File: config.mk
export PLATFORM = sky130hd
export DESIGN_NAME = irq_enable_bank
export DESIGN_NICKNAME = d
export VERILOG_FILES = /design/src/rtl/irq_en_pkg.sv /design/src/rtl/irq_en_access_mask.sv /design/src/rtl/irq_en_addr_decode.sv /design/src/rtl/irq_en_state.sv /design/src/rtl/irq_enable_bank.sv
export SDC_FILE = /design/constraint.sdc
export NUM_CORES = 1
export LEC_CHECK = 0
export CAP_MARGIN = 10
export CELL_PAD_IN_SITES_DETAIL_PLACEMENT = 1
export CELL_PAD_IN_SITES_GLOBAL_PLACEMENT = 1
export CORE_MARGIN = 10
export CORE_UTILIZATION = 27
export DETAILED_ROUTE_END_ITERATION = 6
export PLACE_DENSITY = 0.82
export SLEW_MARGIN = 20
export SYNTH_ARGS = -nofsm -noshare
export SYNTH_HDL_FRONTEND = slang
export SYNTH_SLANG_ARGS = --single-unit
File: constraint.sdc
create_clock -name clk -period 2.8 [get_ports clk]
set_clock_uncertainty 0.05 [all_clocks]
set_input_delay 0.56 -clock clk [delete_from_list [all_inputs] [get_ports clk]]
set_output_delay 0.56 -clock clk [all_outputs]
set_load 0.05 [all_outputs]
File: src/rtl/irq_en_pkg.sv
package irq_en_pkg;
  localparam int unsigned NUM_IRQ  = 32;
  localparam int unsigned ADDR_W   = 12;
  localparam logic [ADDR_W-1:0] SET_OFF = 12'h100;
  localparam logic [ADDR_W-1:0] CLR_OFF = 12'h180;
  typedef logic [NUM_IRQ-1:0] irq_vec_t;
endpackage

File: src/rtl/irq_en_access_mask.sv
module irq_en_access_mask
  import irq_en_pkg::*;
#(
  parameter int unsigned N = NUM_IRQ
) (
  input  logic [N-1:0] grp_secure,
  input  logic         acc_secure,
  input  logic         sec_disable,
  input  logic         route_en_s,
  input  logic         route_en_ns,
  output logic [N-1:0] reach
);
  for (genvar i = 0; i < N; i++) begin : g_bit
    logic route_ok;
    logic sec_ok;
    always_comb begin
      route_ok = grp_secure[i] ? route_en_s : route_en_ns;
      sec_ok   = acc_secure | sec_disable | ~grp_secure[i];
      reach[i] = route_ok & sec_ok;
    end
  end
endmodule

File: src/rtl/irq_en_addr_decode.sv
module irq_en_addr_decode
  import irq_en_pkg::*;
(
  input  logic [ADDR_W-1:0] addr,
  input  logic              wr_en,
  output logic              sel_any,
  output logic              set_we,
  output logic              clr_we
);
  logic hit_set;
  logic hit_clr;
  always_comb begin
    hit_set = (addr == SET_OFF);
    hit_clr = (addr == CLR_OFF);
    sel_any = hit_set | hit_clr;
    set_we  = wr_en & hit_set;
    clr_we  = wr_en & hit_clr;
  end
endmodule

File: src/rtl/irq_en_state.sv
module irq_en_state
  import irq_en_pkg::*;
#(
  parameter int unsigned N         = NUM_IRQ,
  parameter logic [N-1:0] RESET_VAL = '0
) (
  input  logic         clk,
  input  logic         rst_n,
  input  logic [N-1:0] set_bits,
  input  logic [N-1:0] clr_bits,
  output logic [N-1:0] en_q
);
  logic [N-1:0] en_d;
  logic         en_ce;

  always_comb begin
    en_ce = |(set_bits | clr_bits);
    // clear has priority over set on the same bit
    en_d  = (en_q | set_bits) & ~clr_bits;
  end

  always_ff @(posedge clk or negedge rst_n) begin
    if (!rst_n) begin
      en_q <= RESET_VAL;
    end else if (en_ce) begin
      en_q <= en_d;
    end
  end
endmodule

File: src/rtl/irq_enable_bank.sv
module irq_enable_bank
  import irq_en_pkg::*;
#(
  parameter logic [31:0] RESET_VAL = 32'hA5A5_0F0F
) (
  input  logic        clk,
  input  logic        rst_n,
  input  logic [11:0] addr,
  input  logic [31:0] wdata,
  input  logic        wr_en,
  input  logic        acc_secure,
  output logic [31:0] rdata,
  input  logic [31:0] grp_secure,
  input  logic        sec_disable,
  input  logic        route_en_s,
  input  logic        route_en_ns,
  output logic [31:0] irq_enable
);
  irq_vec_t reach;
  irq_vec_t set_bits;
  irq_vec_t clr_bits;
  irq_vec_t en_q;
  logic     sel_any;
  logic     set_we;
  logic     clr_we;

  irq_en_access_mask #(.N(NUM_IRQ)) u_mask (
    .grp_secure (grp_secure),
    .acc_secure (acc_secure),
    .sec_disable(sec_disable),
    .route_en_s (route_en_s),
    .route_en_ns(route_en_ns),
    .reach      (reach)
  );

  irq_en_addr_decode u_dec (
    .addr   (addr),
    .wr_en  (wr_en),
    .sel_any(sel_any),
    .set_we (set_we),
    .clr_we (clr_we)
  );

  always_comb begin
    set_bits = set_we ? (wdata & reach) : '0;
    clr_bits = clr_we ? (wdata & reach) : '0;
    rdata    = sel_any ? (en_q & reach) : '0;
  end

  irq_en_state #(.N(NUM_IRQ), .RESET_VAL(RESET_VAL)) u_state (
    .clk     (clk),
    .rst_n   (rst_n),
    .set_bits(set_bits),
    .clr_bits(clr_bits),
    .en_q    (en_q)
  );

  assign irq_enable = en_q;
endmodule

==> results.cfg <==
[outcome]
outcome = completed

[place]
placed_area_um2 = 4270
globalplace.congestion = 0.723
io_buffers = 146
dp_hpwl_um = 7750
post-place-ws_ns = -0.0714

[sta]
fmax_mhz = 363
relSlewSlack = 0.494
slew_viol_final = 0
setup_viol = 0
hold_viol_final = 0
min_period_over_period = 0.983
fin_ws_ns = 0.0488
worst_pin_slew_ns = 0.760
period_minus_slack_ns = 2.75

[final_layout]
antennaDiodeCount = 0
final_common_cell = clkdlybuf4s50_1
drive_gt1_frac = 0.312
fin_util = 0.595
largest_reg_flops = 32
top_register = u_state.en_q
finalNetCount = 471
reg.largest.list = u_state.en_q (32)
fillers = 813
layout_common_cells = clkdlybuf4s50_1 (104), mux2i_1 (64), buf_12 (36)
area_growth_pct = 113
postLayoutCellArea_um2 = 4640

[cts]
cts.htree.levels = 2
cts_buffers = 5
cts.sinks = 32
clock_latency_ns = 0.28
clock-root-buffer = clkbuf_8
tritoncts = done
clk_pin_slew_ns = 0.07
cts_buffer_depth = 2

[worst_setup_path]
cp.arrival_ns = 2.14
criticalPathCategory = primary input to output port
critPathMaxFanout = 8
start_kind = primary input
cp.required_ns = 2.19
cp-end-kind = output port

[synth]
syn_nets = 296
syn_avg_cell_area_um2 = 10.2
ys_warn_count = 0
synth.distinct_cells = 15
syn_area_um2 = 2180
yosysSeqAreaShare = 0.376
ys_seq_elements = 32
synthCells = 213

[floorplanning]
ios = 147
die_area_um2 = 12100
die_x_um = 110
die_y_um = 110
coreArea_um2 = 7810
fp-row-count = 32
initial_utilization = 0.279

[route]
num_vias = 2310
drt_iter0_drc = 26
viasPerCell = 4.71
drt_first_pass_iters = 6
ant_nets = 0
routed_wl_um = 10500
drcViolationCount = 0
wire_per_inst_um = 21.5

[job]
maxCapViolCount = 0

[grt]
grt_overflow = 0
grt_max_degree = 33
grt_pass1_wl_um = 15000
grt_pass1_vias = 2704
grt_antenna_before_repair = 0
track_usage = 0.161

[pwr]
vdd_drop_max_v = 0.000177
powerDensity_nw_per_um2 = 225
leakage_nw = 2.22

[hold_path]
hp-class = primary input to asynchronous set/reset pin
==> where the power goes <==
group,switching (mW),total [mW],internal [mW]
sequential,0.000570,0.465,0.465
clock,0.166,0.337,0.171
combinational,0.0975,0.240,0.143
total,0.264,1.04,0.779
==> synthesized netlist by cell type (all sizes together) <==
master	instances	area [µm²]
o21a	1	7.51
dfrtp	16	400
inv	32	120
and3b	32	283
clkbuf	9	33.8
nor3b	1	7.51
nor3	32	160
mux2i	64	641
dfstp	16	420
buf	6	48.8
nor4	2	42.5
and4	1	11.3
nand3	1	5.00
==> final cells by class <==
| class | count | area [µm²] | area share |
|---|---|---|---|
| repair buffers | 183 | 2170 | 0.467 |
| multi-input cells | 134 | 1330 | 0.286 |
| flip-flops and latches | 32 | 821 | 0.177 |
| well taps | 102 | 128 | 0.0275 |
| inverters | 32 | 120 | 0.0259 |
| clock buffers | 7 | 76.3 | 0.0164 |
==> metal layers <==
layer  wire length [µm]  GRT usage  part of all wire  up-vias
met5                  0          0                 0        -
met4                267     0.0474             0.025        0
met3                712     0.0474             0.068       17
met2               5970      0.315              0.57       68
met1               3560      0.158              0.34     1144
li1                   -          -                 -     1081
==> through the flow <==
stage	total power [mW]	setup TNS [ns]	instances	hold WS (ns)
after floorplan	0.543	-3.95	213	0.214
after global placement	0.697	0	478	0.425
after detailed placement	0.703	-0.433	478	0.436
after CTS	1.04	0	486	0.311
after global routing	1.10	-0.00290	490	0.327
final	1.04	0	490	0.289
==> critical path: stages <==
cell and delay [ns]:
clkdlybuf4s50_1 0.44, nor4_4 0.24, nand3_4 0.21, clkbuf_16 0.23
nor3_2 0.17, buf_4 0.15, buf_12 0.13
==> what timing repair did <==
action                                  CTS  global route
pin swaps                                 1             5
cloned                                    0             2
buffers inserted                          1             2
hold buffers                              0             0
endpoints found under the setup margin   25            26
resized for setup                        10            39
==> cell families (layout without fill, tap and decap cells) <==
logic type      Yosys count  count (layout)  share of synthesized area
buf+inv                  47             222                     0.0929
flops                    32              32                      0.376
simple gates             69              69                      0.234
compound gates            1               1                    0.00344
mux                      64              64                      0.294
==> worst paths after layout <==
path	depth (start not counted)	to	from	slack, ns
worst max register to register	2	u_state.en_q[11]	u_state.en_q[11]	1.93
worst min-delay path	1	u_state.en_q[14]	rst_n	0.29
max in group asynchronous	1	u_state.en_q[27]	rst_n	1.92
min in group clk	2	u_state.en_q[8]	u_state.en_q[8]	0.44
worst max-delay path	7	rdata[18]	addr[5]	0.05
worst min register to register	2	u_state.en_q[8]	u_state.en_q[8]	0.44
No activity file was read; power rests on OpenSTA's default activity.
